### config.mk
export PLATFORM = sky130hd
export DESIGN_NAME = rename_unit
export DESIGN_NICKNAME = d
export VERILOG_FILES = /design/src/rtl/rename_pkg.sv /design/src/rtl/rename_map_table.sv /design/src/rtl/rename_free_list.sv /design/src/rtl/rename_unit.sv
export SDC_FILE = /design/constraint.sdc
export NUM_CORES = 1
export LEC_CHECK = 0
export CAP_MARGIN = 20
export CORE_MARGIN = 3
export CORE_UTILIZATION = 60
export CTS_CLUSTER_DIAMETER = 80
export CTS_CLUSTER_SIZE = 10
export DETAILED_ROUTE_END_ITERATION = 16
export PLACE_DENSITY = 0.77
export SYNTH_ARGS = -nofsm -noshare
export SYNTH_HDL_FRONTEND = slang
export SYNTH_SLANG_ARGS = --single-unit
### constraint.sdc
create_clock -name clk_i -period 7.8 [get_ports clk_i]
set_input_delay 1.56 -clock clk_i [delete_from_list [all_inputs] [get_ports clk_i]]
set_output_delay 1.56 -clock clk_i [all_outputs]
set_load 0.03 [all_outputs]
### src/rtl/rename_pkg.sv
package rename_pkg;
  localparam int unsigned DEF_NUM_ARCH = 32;
  localparam int unsigned DEF_NUM_PHYS = 64;
endpackage

### src/rtl/rename_map_table.sv
module rename_map_table #(
  parameter int unsigned NUM_ARCH = 32,
  parameter int unsigned NUM_PHYS = 64,
  localparam int unsigned AW = $clog2(NUM_ARCH),
  localparam int unsigned PW = $clog2(NUM_PHYS)
) (
  input  logic          clk_i,
  input  logic          rst_ni,
  input  logic [AW-1:0] rd1_idx_i,
  output logic [PW-1:0] rd1_p_o,
  input  logic [AW-1:0] rd2_idx_i,
  output logic [PW-1:0] rd2_p_o,
  input  logic [AW-1:0] rd_old_idx_i,
  output logic [PW-1:0] rd_old_p_o,
  input  logic          wr_en_i,
  input  logic [AW-1:0] wr_idx_i,
  input  logic [PW-1:0] wr_p_i,
  input  logic          ckpt_take_i,
  input  logic          restore_i
);
  logic [PW-1:0] map_q  [NUM_ARCH];
  logic [PW-1:0] map_d  [NUM_ARCH];
  logic [PW-1:0] ckpt_q [NUM_ARCH];

  assign rd1_p_o    = map_q[rd1_idx_i];
  assign rd2_p_o    = map_q[rd2_idx_i];
  assign rd_old_p_o = map_q[rd_old_idx_i];

  always_comb begin
    map_d = map_q;
    if (restore_i)    map_d = ckpt_q;
    else if (wr_en_i) map_d[wr_idx_i] = wr_p_i;
  end

  always_ff @(posedge clk_i or negedge rst_ni) begin
    if (!rst_ni) begin
      for (int i = 0; i < NUM_ARCH; i++) begin
        map_q[i]  <= PW'(i);
        ckpt_q[i] <= PW'(i);
      end
    end else begin
      map_q <= map_d;
      // snapshot includes this cycle's write
      if (ckpt_take_i && !restore_i) ckpt_q <= map_d;
    end
  end
endmodule

### src/rtl/rename_free_list.sv
module rename_free_list #(
  parameter int unsigned NUM_ARCH = 32,
  parameter int unsigned NUM_PHYS = 64,
  localparam int unsigned PW = $clog2(NUM_PHYS)
) (
  input  logic                clk_i,
  input  logic                rst_ni,
  input  logic                alloc_en_i,
  output logic [PW-1:0]       alloc_p_o,
  output logic                empty_o,
  input  logic                free_en_i,
  input  logic [PW-1:0]       free_p_i,
  input  logic                ckpt_take_i,
  input  logic                restore_i,
  output logic [NUM_PHYS-1:0] free_vec_o
);
  logic [NUM_PHYS-1:0] free_q, free_d, ckpt_q, ckpt_d;
  logic [NUM_PHYS-1:0] ret_vec, take_vec, rst_vec;

  for (genvar g = 0; g < NUM_PHYS; g++) begin : g_rst
    assign rst_vec[g] = (g >= NUM_ARCH);
  end

  // lowest-index free register
  always_comb begin
    alloc_p_o = '0;
    for (int i = NUM_PHYS - 1; i >= 0; i--) begin
      if (free_q[i]) alloc_p_o = PW'(i);
    end
  end

  assign empty_o = ~|free_q;

  always_comb begin
    ret_vec  = '0;
    take_vec = '0;
    ret_vec[free_p_i]   = free_en_i;
    take_vec[alloc_p_o] = alloc_en_i;
  end

  always_comb begin
    if (restore_i) free_d = ckpt_q | ret_vec;
    else           free_d = (free_q & ~take_vec) | ret_vec;
    // releases after the snapshot must survive a restore
    if (ckpt_take_i && !restore_i) ckpt_d = free_d;
    else                           ckpt_d = ckpt_q | ret_vec;
  end

  always_ff @(posedge clk_i or negedge rst_ni) begin
    if (!rst_ni) begin
      free_q <= rst_vec;
      ckpt_q <= rst_vec;
    end else begin
      free_q <= free_d;
      ckpt_q <= ckpt_d;
    end
  end

  assign free_vec_o = free_q;
endmodule

### src/rtl/rename_unit.sv
module rename_unit #(
  parameter int unsigned NUM_ARCH = rename_pkg::DEF_NUM_ARCH,
  parameter int unsigned NUM_PHYS = rename_pkg::DEF_NUM_PHYS,
  localparam int unsigned AW = $clog2(NUM_ARCH),
  localparam int unsigned PW = $clog2(NUM_PHYS)
) (
  input  logic          clk_i,
  input  logic          rst_ni,
  input  logic          ren_valid_i,
  input  logic          has_dst_i,
  input  logic [AW-1:0] dst_i,
  input  logic [AW-1:0] src1_i,
  input  logic [AW-1:0] src2_i,
  output logic [PW-1:0] src1_p_o,
  output logic [PW-1:0] src2_p_o,
  output logic [PW-1:0] dst_p_o,
  output logic [PW-1:0] old_p_o,
  output logic          stall_o,
  output logic          ren_ack_o,
  input  logic          free_valid_i,
  input  logic [PW-1:0] free_p_i,
  input  logic          ckpt_take_i,
  input  logic          restore_i
);
  logic                empty;
  logic                alloc_en;
  logic [NUM_PHYS-1:0] free_vec;

  assign stall_o   = ren_valid_i & has_dst_i & empty;
  assign ren_ack_o = ren_valid_i & ~stall_o & ~restore_i;
  assign alloc_en  = ren_ack_o & has_dst_i;

  rename_map_table #(.NUM_ARCH(NUM_ARCH), .NUM_PHYS(NUM_PHYS)) u_map (
    .clk_i       (clk_i),
    .rst_ni      (rst_ni),
    .rd1_idx_i   (src1_i),
    .rd1_p_o     (src1_p_o),
    .rd2_idx_i   (src2_i),
    .rd2_p_o     (src2_p_o),
    .rd_old_idx_i(dst_i),
    .rd_old_p_o  (old_p_o),
    .wr_en_i     (alloc_en),
    .wr_idx_i    (dst_i),
    .wr_p_i      (dst_p_o),
    .ckpt_take_i (ckpt_take_i),
    .restore_i   (restore_i)
  );

  rename_free_list #(.NUM_ARCH(NUM_ARCH), .NUM_PHYS(NUM_PHYS)) u_free (
    .clk_i      (clk_i),
    .rst_ni     (rst_ni),
    .alloc_en_i (alloc_en),
    .alloc_p_o  (dst_p_o),
    .empty_o    (empty),
    .free_en_i  (free_valid_i),
    .free_p_i   (free_p_i),
    .ckpt_take_i(ckpt_take_i),
    .restore_i  (restore_i),
    .free_vec_o (free_vec)
  );
endmodule

=== Yosys cells after proc, flatten, opt, wreduce, memory -nomap -nowiden ===
Index checks and enable logic that the tools add are counted.
Widths: inputs -> output; s select.

* Bits in registers: 512
* Output and inout bits: 26
* Logic and storage cells: 181

* Magnitude comparators: 8
* Mux-type cells: 84
* Bitwise gates (word level): 16
* Reduce and logical (&&, ||, !) cells: 7

{| class="wikitable"
|+ Operators by type and width
! cell !! count
|-
| $mux 6 || 71
|-
| $mux 192 || 2
|-
| $and 64x64->64 || 3
|-
| $bwmux 192 || 1
|-
| $mux 64 || 2
|-
| $or 64x64->64 || 2
|-
| $bmux 6 s5 || 3
|-
| $not 64->64 || 1
|-
| $reduce_or 64->1 || 1
|-
| $demux 6 s5 || 1
|-
| $ge 6x6->1 const B || 3
|-
| $not 5->6 || 3
|-
| $lt 6x7->1 const B || 2
|-
| $demux 1 s6 || 2
|-
| $ge 6x1->1 const B || 2
|-
| $lt 6x1->1 const B || 1
|-
| $and 1x1->1 || 5
|-
| $logic_and 1x1->1 || 4
|-
| $logic_not 1->1 || 2
|-
| $mux 1 || 2
|-
| $not 1->1 || 2
|}

=== Logic depth before layout (Yosys ltp) ===
* Depth after elaboration: 74
* Depth in mapped cells: 12
* Depth with buffers taken out: 9

=== Modules after synthesis ===
Synthesis repeated with hierarchy kept, for this count alone.

* Cell total of the unflattened synthesis: 2900
* Area, all modules: 29024.1 um2

{| class="wikitable"
|+ By module, submodules not included
! module !! instances !! cells each !! area each (um2) !! sequential area each (um2)
|-
| rename_map_table || 1 || 1985 || 21050.2 || 9809.4
|-
| rename_free_list || 1 || 910 || 7937.6 || 3283.1
|-
| rename_unit || 1 || 5 || 36.3 || 0.0
|}

=== Least setup slack after synthesis ===
No wires, ideal clock.

* Path type: input-to-output
* Start point: input port src1_i[0]
* End point: output port src1_p_o[5]
* Arrival time: 3.961 ns
* Required time: 6.240 ns
* Slack: 2.279 ns
* Stages on the path: 5
* Buffers on the path: 2
* Cells stage by stage: buf_1 buf_1 mux4_2 mux4_2 mux2_2

* Word-level cells in the longest chain between the ends: 4

{| class="wikitable"
|+ RTL lines
! item !! RTL line !! RTL
|-
| from (decl) || rename_unit.sv:12 || <nowiki>input logic [AW-1:0] src1_i,</nowiki>
|-
| $not 5->6 (implied by the code) || rename_map_table.sv:25 || <nowiki>assign rd1_p_o = map_q[rd1_idx_i];</nowiki>
|-
| $bmux 6 s5 || rename_map_table.sv:25 ||
|-
| $mux 6 (implied by the code) (2 in a row) || rename_map_table.sv:25 ||
|-
| to (decl) || rename_unit.sv:14 || <nowiki>output logic [PW-1:0] src1_p_o,</nowiki>
|}

Every way passes these cells. The select of a mux whose other input is x is not followed.

=== Worst setup path after layout ===
* Start point: input port dst_i[4]
* End point: output port old_p_o[0]

* Word-level cells in the longest chain between the ends: 4

{| class="wikitable"
|+ RTL lines
! item !! RTL line !! RTL
|-
| from (decl) || rename_unit.sv:11 || <nowiki>input logic [AW-1:0] dst_i,</nowiki>
|-
| $not 5->6 (implied by the code) || rename_map_table.sv:27 || <nowiki>assign rd_old_p_o = map_q[rd_old_idx_i];</nowiki>
|-
| $bmux 6 s5 || rename_map_table.sv:27 ||
|-
| $mux 6 (implied by the code) (2 in a row) || rename_map_table.sv:27 ||
|-
| to (decl) || rename_unit.sv:17 || <nowiki>output logic [PW-1:0] old_p_o,</nowiki>
|}

Every way passes these cells. The select of a mux whose other input is x is not followed.

==> run_summary.xml <==
<?xml version="1.0" encoding="UTF-8"?>
<metrics>
  <group name="outcome">
    <metric name="outcome" unit="">finished, final reports clean</metric>
  </group>
  <group name="power_and_ir_drop">
    <metric name="ir_worst_vdd" unit="mV">0.222</metric>
    <metric name="p_leak" unit="uW">0.0124</metric>
    <metric name="power.density_cell_area" unit="mW/mm^2">278</metric>
    <metric name="total_power" unit="uW">8580</metric>
  </group>
  <group name="global_route">
    <metric name="grt_pass1_vias" unit="">21641</metric>
    <metric name="grt_antenna_before_repair" unit="">4</metric>
    <metric name="grt_first_pass_wirelength" unit="um">128000</metric>
    <metric name="grt-ovfl-total" unit="">0</metric>
    <metric name="grt_max_degree" unit="">192</metric>
    <metric name="track_usage" unit="%">33.5</metric>
  </group>
  <group name="synthesis">
    <metric name="post_synth_inst_count" unit="">2536</metric>
    <metric name="main_combinational_cell_family_by_area_after_synthesis" unit="">multiplexers</metric>
    <metric name="synth-compound-area-share" unit="%">11.7</metric>
    <metric name="yosys_register_bits" unit="">512</metric>
    <metric name="synth.mux.area_fraction" unit="%">28.1</metric>
    <metric name="yosysSeqAreaShare" unit="%">46.0</metric>
    <metric name="netlist_area" unit="sq mm">0.0284</metric>
    <metric name="number_of_synthesized_flops_with_an_enable_pin" unit="">0</metric>
    <metric name="synth_top_area_share" unit="%">25.3</metric>
    <metric name="syn_area_per_cell" unit="sq um">11.2</metric>
    <metric name="cell_types_occupying_the_most_area_after_synthesis" unit="">sky130_fd_sc_hd__dfrtp_1, sky130_fd_sc_hd__dfstp_2, sky130_fd_sc_hd__mux4_2, sky130_fd_sc_hd__mux2_2, sky130_fd_sc_hd__nand2_1</metric>
    <metric name="postSynthNetCount" unit="">2564</metric>
    <metric name="synth-async-reset-ratio" unit="%">100</metric>
    <metric name="post_synth_and_or_nand_nor_area_fraction" unit="%">10.2</metric>
    <metric name="yosys_warnings" unit="">0</metric>
    <metric name="synth_xor_area_share" unit="%">0</metric>
    <metric name="yosysUniqueCellTypes" unit="">58</metric>
    <metric name="dominant_cell_type_by_area_after_synthesis" unit="">sky130_fd_sc_hd__dfrtp_1</metric>
    <metric name="synth-adder-area-share" unit="%">0</metric>
    <metric name="top_ff_cell_synth" unit="">sky130_fd_sc_hd__dfrtp_1</metric>
  </group>
  <group name="finish">
    <metric name="areaGrowthSynthToFinish" unit="%">8.49</metric>
    <metric name="mostFrequentLayoutCells" unit="">sky130_fd_sc_hd__nand2_1, sky130_fd_sc_hd__dfrtp_1, sky130_fd_sc_hd__mux2_2, sky130_fd_sc_hd__dfstp_2, sky130_fd_sc_hd__o21ai_0</metric>
    <metric name="layout.nets" unit="">2508</metric>
    <metric name="drive_gt1_share" unit="%">31.4</metric>
    <metric name="num-fill-cells" unit="">3420</metric>
    <metric name="final_design_area_no_fill" unit="sq mm">0.0309</metric>
    <metric name="mostFrequentLayoutCell" unit="">sky130_fd_sc_hd__nand2_1</metric>
    <metric name="footprint_of_the_multi_input_gates" unit="sq mm">0.0143</metric>
    <metric name="instances_no_fill" unit="">3130</metric>
    <metric name="sequential_cell_area" unit="sq mm">0.0131</metric>
  </group>
  <group name="sta">
    <metric name="fin_crit_sh" unit="%">78.4</metric>
    <metric name="crit_path_time_final" unit="ps">6110</metric>
    <metric name="finClkSkew" unit="ps">14.0</metric>
    <metric name="slew_headroom" unit="%">17.5</metric>
    <metric name="fmax" unit="MHz">164</metric>
    <metric name="rsz0062_at_grt" unit="">no</metric>
    <metric name="setup_viol" unit="">0</metric>
    <metric name="timing_worst_slew_pin_value" unit="ps">1230</metric>
    <metric name="maxSlewViolCount" unit="">0</metric>
    <metric name="timing.final.hold_violations" unit="">0</metric>
    <metric name="final.setup.tns" unit="ps">0</metric>
  </group>
  <group name="floorplanning">
    <metric name="vertical_die_dimension" unit="um">224</metric>
    <metric name="core_area" unit="sq mm">0.0467</metric>
    <metric name="io-pin-count" unit="">54</metric>
    <metric name="die_width" unit="um">224</metric>
    <metric name="rows" unit="">79</metric>
    <metric name="initial_core_util" unit="%">61.0</metric>
    <metric name="die-area" unit="sq mm">0.0501</metric>
  </group>
  <group name="detailed_routing">
    <metric name="vias" unit="">21932</metric>
    <metric name="average_detailed_routed_wire_length_per_instance" unit="um">26.9</metric>
    <metric name="drt_pass1_iterations" unit="">6</metric>
    <metric name="routed_wirelength" unit="um">84000</metric>
    <metric name="first_iter_violations" unit="">2701</metric>
    <metric name="antenna_violating_nets_post_route" unit="">0</metric>
    <metric name="post_drt_via_cell_ratio" unit="">7.01</metric>
    <metric name="drcViolationCount" unit="">0</metric>
  </group>
  <group name="worst_setup_path">
    <metric name="endpoint_kind" unit="">primary output</metric>
    <metric name="worstPathMaxFanout" unit="">16</metric>
    <metric name="worstPathRequired" unit="ps">6240</metric>
    <metric name="worst-endpoint-arrival" unit="ps">4550</metric>
    <metric name="critical_path.startpoint_type" unit="">primary input</metric>
    <metric name="worstSetupPathType" unit="">primary input to primary output</metric>
  </group>
  <group name="place">
    <metric name="dp.cells" unit="">3021</metric>
    <metric name="hpwlAfterDp" unit="um">55400</metric>
    <metric name="gp_routability_congestion" unit="">0.953</metric>
    <metric name="port_buffers" unit="">53</metric>
    <metric name="detailed_place.area" unit="sq mm">0.0291</metric>
  </group>
  <group name="clock_network">
    <metric name="htreeDepth" unit="">2</metric>
    <metric name="clk_root_buffer_cell" unit="">sky130_fd_sc_hd__clkbuf_16</metric>
    <metric name="cts_tree" unit="">done</metric>
    <metric name="worstSkewPairLatency" unit="ps">610</metric>
    <metric name="cts.reportedPaths.clkPinSlew" unit="ps">50</metric>
    <metric name="cts_stage_hold_buffer_count" unit="">0</metric>
    <metric name="cts-buffers-inserted" unit="">57</metric>
    <metric name="cts_post_setup_buffers_inserted" unit="">0</metric>
    <metric name="cts-root-to-sink-buffers" unit="">3</metric>
    <metric name="clk_sinks" unit="">512</metric>
    <metric name="cts-resized-gates" unit="">0</metric>
  </group>
  <group name="worst_hold_path">
    <metric name="hold_path_class" unit="">register to register</metric>
  </group>
  <group name="job">
    <metric name="drv_cap" unit="">0</metric>
  </group>
</metrics>
state kept, by name, summed over array words and instances (netlist names):
signal,count
u_map.ckpt_q,192
u_free.ckpt_q,64
u_map.map_q,192
u_free.free_vec_o,64
metal layers:
| metal | vias up | global-route usage [%] | part of all wire, % |
|---|---|---|---|
| li1 | 9255 | - | - |
| met1 | 11193 | 49.7 | 40 |
| met2 | 1289 | 48.5 | 44 |
| met3 | 191 | 9.15 | 13 |
| met4 | 4 | 11.1 | 3.3 |
| met5 | - | 0 | 0.027 |
cell usage after synthesis (all sizes together), types with 5 or more instances:
library cell	number
a21oi	120
a22oi	33
a31oi	5
buf	61
clkbuf	139
dfrtp	288
dfstp	224
inv	62
mux2	264
mux2i	97
mux4	180
nand2	371
nand2b	16
nand3	11
nand4	8
nor2	122
nor2b	32
nor3	41
nor3b	7
nor4	28
o211ai	62
o21ai	229
o221ai	19
o22ai	46
o311ai	9
o31ai	6
or2	5
or3	6
or4	5
final cells by class:
| cell class | instances | share of cell area (%) |
|---|---|---|
| repair buffers | 85 | 2.77 |
| flip-flops and latches | 512 | 42.4 |
| diodes | 3 | 0.0243 |
| clock inverters | 4 | 0.150 |
| multi-input cells | 1761 | 46.3 |
| inverters | 63 | 0.766 |
| clock buffers | 95 | 5.12 |
| well taps | 607 | 2.46 |
worst max-delay path, cell delays in order:
cell and delay (ps):
sky130_fd_sc_hd__clkdlybuf4s50_1 560, sky130_fd_sc_hd__clkinv_1 700, sky130_fd_sc_hd__mux4_2 780, sky130_fd_sc_hd__mux2_2 330, sky130_fd_sc_hd__clkdlybuf4s50_1 610
worst paths after layout:
check	start	endpoint	slack, ps	depth (start not counted)
setup reg to reg	u_free.free_vec_o[37]$_DFF_PN1_	u_free.ckpt_q[23]$_DFF_PN0_	3780	8
setup / recovery	dst_i[4]	old_p_o[0]	1690	5
max in group asynchronous	rst_ni	u_map.ckpt_q[44]$_DFFE_PN0P_	5140	2
min in group asynchronous	rst_ni	u_free.free_vec_o[30]$_DFF_PN0_	1100	1
hold / removal	u_map.ckpt_q[103]$_DFFE_PN1P_	u_map.map_q[103]$_DFF_PN1_	470	2
hold reg to reg	u_map.ckpt_q[103]$_DFFE_PN1P_	u_map.map_q[103]$_DFF_PN1_	470	2
logic make-up (layout without fill, tap and decap cells):
group	count (synthesis)	in the layout
multiplexers	541	541
AND/OR/NAND/NOR	665	665
flip-flops	512	512
buffers and inverters	263	247
other	0	3
AO/OA/AOI/OAI	555	555
report_power, final:
group          switching [uW]  internal (uW)  total (uW)
combinational            1370            883        2250
sequential                593           3310        3900
clock                    1050           1370        2420
metrics by stage:
stage	hold slack, ps	util [%]	setup WS [ps]
5_1_grt	486	66.1	1480
3_3_place_gp	452	62.4	1680
4_1_cts	472	65.8	1640
2_1_floorplan	448	-	2280
3_5_place_dp	463	62.4	1640
6_report	469	66.1	1690
Power figures use the tool's default switching activity.
